==> src/rtl/brf_pkg.sv <==
// Package: shared types and the bank mapping rule for the banked register file.
// Assumes 16 visible indices and a 27-entry physical array laid out as
// shared 0..15, fast-interrupt 8..14, interrupt 13..14, supervisor 13..14.
package brf_pkg;

    typedef enum logic [1:0] {
        MODE_USR = 2'b00,
        MODE_FIQ = 2'b01,
        MODE_IRQ = 2'b10,
        MODE_SVC = 2'b11
    } brf_mode_e;

    localparam int VIS_REGS  = 16;
    localparam int IDX_W     = $clog2(VIS_REGS);
    localparam int FIQ_FIRST = 8;
    localparam int FIQ_LAST  = 14;
    localparam int FIQ_BASE  = VIS_REGS;
    localparam int IRQ_BASE  = FIQ_BASE + (FIQ_LAST - FIQ_FIRST + 1);
    localparam int SVC_BASE  = IRQ_BASE + 2;
    localparam int PHYS_REGS = SVC_BASE + 2;
    localparam int PHYS_W    = $clog2(PHYS_REGS);
    localparam int PC_IDX    = 15;
    localparam int LINK_IDX  = 14;
    localparam int SP_IDX    = 13;

    // Translate a visible index under a mode into a physical slot.
    function automatic logic [PHYS_W-1:0] phys_of(input logic [1:0] mode,
                                                  input logic [IDX_W-1:0] idx);
        logic [PHYS_W-1:0] slot;
        slot = PHYS_W'(idx);
        case (mode)
            MODE_FIQ: begin
                if (int'(idx) >= FIQ_FIRST && int'(idx) <= FIQ_LAST)
                    slot = PHYS_W'(FIQ_BASE + int'(idx) - FIQ_FIRST);
            end
            MODE_IRQ: begin
                if (int'(idx) == SP_IDX || int'(idx) == LINK_IDX)
                    slot = PHYS_W'(IRQ_BASE + int'(idx) - SP_IDX);
            end
            MODE_SVC: begin
                if (int'(idx) == SP_IDX || int'(idx) == LINK_IDX)
                    slot = PHYS_W'(SVC_BASE + int'(idx) - SP_IDX);
            end
            default: slot = PHYS_W'(idx);
        endcase
        return slot;
    endfunction

endpackage

==> src/rtl/brf_map.sv <==
// Module: bank lookup. Turns a visible index and the operating mode into a
// physical slot number. Purely combinational; assumes the mode is valid
// for the whole cycle.
module brf_map
    import brf_pkg::*;
#(
    parameter int IW = IDX_W,
    parameter int PW = PHYS_W
) (
    input  logic [1:0]    mode_i,
    input  logic [IW-1:0] idx_i,
    output logic [PW-1:0] phys_o
);
    // Apply the shared mapping rule from the package.
    always_comb begin
        phys_o = PW'(phys_of(mode_i, IDX_W'(idx_i)));
    end
endmodule

==> src/rtl/brf_psr.sv <==
// Module: next-value logic for index 15 (flags, program counter, mode field).
// The dedicated update port wins over a general write. A user-mode general
// write replaces only the program counter field. Assumes DATA_W covers PC_HI.
module brf_psr
    import brf_pkg::*;
#(
    parameter int DATA_W = 32,
    parameter int IW     = IDX_W,
    parameter int PC_LO  = 2,
    parameter int PC_HI  = 25
) (
    input  logic [DATA_W-1:0] cur_i,
    input  logic [1:0]        mode_i,
    input  logic              wr_en_i,
    input  logic [IW-1:0]     wr_idx_i,
    input  logic [DATA_W-1:0] wr_data_i,
    input  logic              pc_we_i,
    input  logic [DATA_W-1:0] pc_data_i,
    output logic [DATA_W-1:0] next_o
);
    localparam logic [DATA_W-1:0] PC_MASK =
        ((DATA_W'(1) << (PC_HI + 1)) - DATA_W'(1)) & ~((DATA_W'(1) << PC_LO) - DATA_W'(1));

    logic gen_hit;

    // Detect a general write addressed at index 15.
    always_comb begin
        gen_hit = wr_en_i && (int'(wr_idx_i) == PC_IDX);
    end

    // Choose the next index-15 value by priority.
    always_comb begin
        if (pc_we_i)
            next_o = pc_data_i;
        else if (gen_hit && mode_i == MODE_USR)
            next_o = (cur_i & ~PC_MASK) | (wr_data_i & PC_MASK);
        else if (gen_hit)
            next_o = wr_data_i;
        else
            next_o = cur_i;
    end
endmodule

==> src/rtl/brf_store.sv <==
// Module: physical register array with synchronous active-low reset.
// Each slot has its own update process. Slot PC_IDX takes the value from the
// index-15 logic. The other slots take the link copy first, then the
// general write. Assumes the caller never maps a general write onto PC_IDX.
module brf_store
    import brf_pkg::*;
#(
    parameter int DATA_W = 32,
    parameter int NREGS  = PHYS_REGS,
    parameter int PW     = PHYS_W,
    parameter int PCSLOT = PC_IDX
) (
    input  logic              clk,
    input  logic              rst_n,
    input  logic              wr_en_i,
    input  logic [PW-1:0]     wr_phys_i,
    input  logic [DATA_W-1:0] wr_data_i,
    input  logic              link_en_i,
    input  logic [PW-1:0]     link_phys_i,
    input  logic [DATA_W-1:0] pc_next_i,
    output logic [DATA_W-1:0] regs_o [NREGS]
);
    localparam logic [DATA_W-1:0] PC_RESET = DATA_W'(MODE_SVC);

    for (genvar p = 0; p < NREGS; p++) begin : g_slot
        if (p == PCSLOT) begin : g_pc
            // Hold index 15; reset leaves the mode field at supervisor.
            always_ff @(posedge clk) begin
                if (!rst_n)
                    regs_o[p] <= PC_RESET;
                else
                    regs_o[p] <= pc_next_i;
            end
        end else begin : g_gen
            // Update an ordinary slot: the link copy beats the general write.
            always_ff @(posedge clk) begin
                if (!rst_n)
                    regs_o[p] <= '0;
                else if (link_en_i && link_phys_i == PW'(p))
                    regs_o[p] <= regs_o[PCSLOT];
                else if (wr_en_i && wr_phys_i == PW'(p))
                    regs_o[p] <= wr_data_i;
            end
        end
    end
endmodule

==> src/rtl/banked_regfile.sv <==
// Module: top of the mode-banked register file. Four bank lookups (read A,
// read B, write, link target) feed a 27-slot array. Index 15 goes through its
// own merge logic. Reads are combinational from the array, so a read
// during a write sees the pre-edge value. Assumes mode_i is stable per cycle.
module banked_regfile
    import brf_pkg::*;
#(
    parameter int DATA_W = 32
) (
    input  logic              clk,
    input  logic              rst_n,
    input  logic [1:0]        mode_i,
    input  logic [3:0]        ra_idx_i,
    input  logic [3:0]        rb_idx_i,
    output logic [DATA_W-1:0] ra_data_o,
    output logic [DATA_W-1:0] rb_data_o,
    input  logic              wr_en_i,
    input  logic [3:0]        wr_idx_i,
    input  logic [DATA_W-1:0] wr_data_i,
    input  logic              pc_we_i,
    input  logic [DATA_W-1:0] pc_data_i,
    input  logic              link_we_i,
    output logic [DATA_W-1:0] pc_o
);
    localparam int NLOOK = 4;
    localparam int LK_A  = 0;
    localparam int LK_B  = 1;
    localparam int LK_W  = 2;
    localparam int LK_L  = 3;

    logic [IDX_W-1:0]  look_idx  [NLOOK];
    logic [PHYS_W-1:0] look_phys [NLOOK];
    logic [DATA_W-1:0] regs      [PHYS_REGS];
    logic [DATA_W-1:0] pc_next;
    logic              gen_wr;

    // Gather the indices that need a bank lookup.
    always_comb begin
        look_idx[LK_A] = ra_idx_i;
        look_idx[LK_B] = rb_idx_i;
        look_idx[LK_W] = wr_idx_i;
        look_idx[LK_L] = IDX_W'(LINK_IDX);
    end

    for (genvar k = 0; k < NLOOK; k++) begin : g_look
        brf_map #(.IW(IDX_W), .PW(PHYS_W)) u_map (
            .mode_i (mode_i),
            .idx_i  (look_idx[k]),
            .phys_o (look_phys[k])
        );
    end

    // Route general writes to index 15 away from the array.
    always_comb begin
        gen_wr = wr_en_i && (int'(wr_idx_i) != PC_IDX);
    end

    brf_psr #(.DATA_W(DATA_W), .IW(IDX_W)) u_psr (
        .cur_i     (regs[PC_IDX]),
        .mode_i    (mode_i),
        .wr_en_i   (wr_en_i),
        .wr_idx_i  (wr_idx_i),
        .wr_data_i (wr_data_i),
        .pc_we_i   (pc_we_i),
        .pc_data_i (pc_data_i),
        .next_o    (pc_next)
    );

    brf_store #(.DATA_W(DATA_W), .NREGS(PHYS_REGS), .PW(PHYS_W), .PCSLOT(PC_IDX)) u_store (
        .clk         (clk),
        .rst_n       (rst_n),
        .wr_en_i     (gen_wr),
        .wr_phys_i   (look_phys[LK_W]),
        .wr_data_i   (wr_data_i),
        .link_en_i   (link_we_i),
        .link_phys_i (look_phys[LK_L]),
        .pc_next_i   (pc_next),
        .regs_o      (regs)
    );

    // Drive the two operand reads and the index-15 view.
    always_comb begin
        ra_data_o = regs[look_phys[LK_A]];
        rb_data_o = regs[look_phys[LK_B]];
        pc_o      = regs[PC_IDX];
    end
endmodule

==> config.mk <==
export PLATFORM = sky130hd
export DESIGN_NAME = banked_regfile
export DESIGN_NICKNAME = d
export VERILOG_FILES = /design/src/rtl/brf_pkg.sv /design/src/rtl/brf_map.sv /design/src/rtl/brf_psr.sv /design/src/rtl/brf_store.sv /design/src/rtl/banked_regfile.sv
export SDC_FILE = /design/constraint.sdc
export NUM_CORES = 2
export LEC_CHECK = 0
export ABC_AREA = 1
export BUFFER_PORTS_ARGS = -buffer_cell sky130_fd_sc_hd__buf_4
export CAP_MARGIN = 40
export CORE_MARGIN = 4
export CORE_UTILIZATION = 40
export CTS_CLUSTER_SIZE = 8
export DETAILED_ROUTE_END_ITERATION = 8
export PLACE_DENSITY_LB_ADDON = 0.15
export SLEW_MARGIN = 20
export SYNTH_ARGS = -nofsm -noshare
export SYNTH_HDL_FRONTEND = slang
export SYNTH_SLANG_ARGS = --single-unit
==> constraint.sdc <==
create_clock -name clk -period 8 [get_ports clk]
set_input_delay 2.4 -clock clk [delete_from_list [all_inputs] [get_ports clk]]
set_output_delay 2.4 -clock clk [all_outputs]
set_load 0.005 [all_outputs]
==> flow_summary.yaml <==
synth:
  ys_dominant_reg_cell: "dfxtp_1"
  syn_area_sq_um: 53900
  synth_edf_count: 0
  synth-simple-area-share: 0.401
  synth_area_per_cell_sq_um: 5.60
  synthCells: 9624
  synth_mux_area_frac: 0
  synth_xor_area_frac: 0
  synthAdderAreaFrac: 0.00418
  synth-async-reset-ratio: 0
  synth-compound-area-share: 0.168
  seq_area_frac_synth: 0.321
  synth_top_family_by_area: "simple AND/OR/NAND/NOR gates"
  synth_fp_nets: 9725
  synth_cell_type_count: 30
  synth_warnings: 0
  synth_seq_cells: 864
drt:
  first_pass_iters: 9
  wl_per_cell_microns: 21.9
  postRouteAntennaNets: 0
  viasPerCell: 5.52
  via_count: 61100
  drt_wl_total_microns: 242000
  drc: 0
  first_iter_violations: 7667
finish:
  area_growth_pct: 10.8
  drive_above_1_share: 0.0584
  top_regs: "u_store.regs_o (864)"
  largest_register_ffs: 864
  fin_util: 0.447
  largest_register: "u_store.regs_o"
  layout_commonest_cell: "nand2_1"
  nFillCells: 14400
  fin_area_sq_um: 59800
  stdcell_count: 11100
  layout_common_cells: "nand2_1, nor2_1, o21ai_0"
  layout.nets: 9381
clock_tree:
  cts.sinks: 864
  clk_latency_ps: 750
  post-cts-setup-buffer-count: 0
  cts_tree: "built"
  cts.repair.resized: 0
  cts_buffers: 119
  clk_pin_slew_ps: 50
  clk_path_buf_depth: 3
  hold_buffers: 0
  clock-root-buffer: "clkbuf_16"
  h-tree-depth: 3
critical_path:
  crit_fanout: 18
  worstSetupEndpointType: "primary output"
  cpPeakStageDelay_ps: 440
  cp_common_cell: "nand2_1"
  reg2reg_to: "u_store.regs_o[152]"
  cp_top_family: "simple AND/OR/NAND/NOR gates"
  crit_required_ps: 5600
  ff2ff_path_depth: 4
  r2r-start: "u_store.regs_o[376]"
  r2r_slack_ps: 6400
  crit_chain: "buf_4 -> inv_2 -> nor2_4 -> nand3_1 -> nand2_4 -> inv_4 -> buf_4 -> nand2_1 -> nand2_1 -> o21ai_0 -> nand2_1 -> nand2_1 -> nand2_1 -> nand2_1 -> buf_4"
  critPathKind: "in -> out"
  cp_slowest_cell: "o21ai_0"
  cp.arrival_ps: 5360
  cp.buffers_inverters: 5
  path_depth: 15
  cp-start-kind: "input port"
  startpoint: "mode_i[1]"
global_route:
  gr-usage-all-layers: 0.332
  antenna_found_initial: 21
  grt_max_degree: 221
  grt_util_met1: 0.459
  grt_pass1_wl_microns: 357000
  grt-ovfl-total: 0
  grt_busiest_layer: "met2"
  grt_use_met3: 0.0755
  first_global_vias: 54000
  grtUsageMet2: 0.500
floorplan:
  pin_count: 179
  dieWidth_microns: 375
  initial_utilization: 0.404
  core.rowCount: 134
  coreArea_sq_um: 134000
  die-area_sq_um: 141000
  die_h_microns: 375
pwr:
  p_total_mw: 11.4
  ir_drop_mv: 0.167
  power.leakage_nw: 26.8
  p_per_area_nw_per_um2: 191
placement:
  place_congestion: 0.928
  portBuffers: 178
  dp_cells: 10900
  dp_hpwl_microns: 155000
  dpl-instance-area_sq_um: 56400
timing:
  slew_headroom: 0.238
  fmax_mhz: 129
  drv_slew: 0
  min_period_over_period: 0.970
  min_period_ps: 7760
  finalSetupTns_ps: 0
  setup_viol: 0
  hold_viol_final: 0
  clock_skew_ps: 40.4
  rsz0062_at_grt: "no"
  worst_slew_pin_slew_ps: 1140
min_path:
  min_path_cells: 2
  hold_end: "u_store.regs_o[325]"
  hold_class: "reg -> reg"
  hold_start: "u_store.regs_o[325]"
job:
  maxCapViolations: 0
outcome:
  status: "completed"
Yosys cell counts, types with 15 or more instances:
master	count	share of area
a31oi_1	15	0.0017
clkbuf_1	520	0.036
nand2_1	3170	0.22
inv_2	17	0.0012
nand4_1	135	0.016
dfxtp_1	864	0.32
ha_1	18	0.0042
nand3b_1	33	0.0046
buf_2	155	0.014
nor2_1	1782	0.12
nand3_1	348	0.032
a21oi_1	322	0.030
inv_1	607	0.042
nor3_1	15	0.0014
buf_1	109	0.0076
o21ai_0	1448	0.13
buf_4	33	0.0046
kinds of logic (layout without fill, tap and decap cells):
kind of cell | Yosys count | count (layout)
flops | 864 | 864
fa+ha+maj | 18 | 18
other cells | 0 | 6
compound gates | 1799 | 1799
buf+inv | 1445 | 1119
simple gates | 5498 | 5498
tightest hold or removal path, cell delays in order, from the launching register on:
cell,delay [ps]
dfxtp_1,320
nor2_1,50
nor2_1,80
stage by stage:
| stage | hold slack, ps | worst slack [ps] |
|---|---|---|
| floorplan | 454 | 902 |
| global placement | 463 | 420 |
| detailed placement | 471 | 390 |
| CTS | 484 | 390 |
| global route | 499 | 230 |
| finish | 480 | 241 |
cell type report:
| type | count | area [sq um] | area share |
|---|---|---|---|
| Sequential cell | 864 | 17300 | 0.289 |
| Clock inverter | 4 | 77.6 | 0.00130 |
| Timing Repair Buffer | 352 | 3580 | 0.0599 |
| Multi-Input combinational cell | 7315 | 31100 | 0.520 |
| Antenna cell | 6 | 15.0 | 0.000251 |
| Clock buffer | 135 | 3130 | 0.0524 |
| Tap cell | 1768 | 2210 | 0.0370 |
| Inverter | 628 | 2370 | 0.0396 |
how the worst max path moves through the flow:
stage	end	slack [ps]
after floorplan	rb_data_o[10]	900
after global placement	rb_data_o[18]	420
after detailed placement	rb_data_o[18]	390
after CTS	rb_data_o[18]	390
after global routing	rb_data_o[10]	230
final	rb_data_o[18]	240
power by group:
| part | total [mW] | switching [mW] | internal [mW] |
|---|---|---|---|
| Combinational | 2.14 | 1.56 | 0.581 |
| Clock | 4.75 | 2.05 | 2.70 |
| Sequential | 4.51 | 0.0838 | 4.42 |
| Total | 11.4 | 3.70 | 7.70 |
per-layer routing:
metal / part of all wire / vias up
met5: 0.00011 / -
met4: 0.042 / 4
met3: 0.11 / 501
met2: 0.42 / 3262
met1: 0.42 / 28000
li1: - / 29400
No activity file was read; power rests on OpenSTA's default activity.
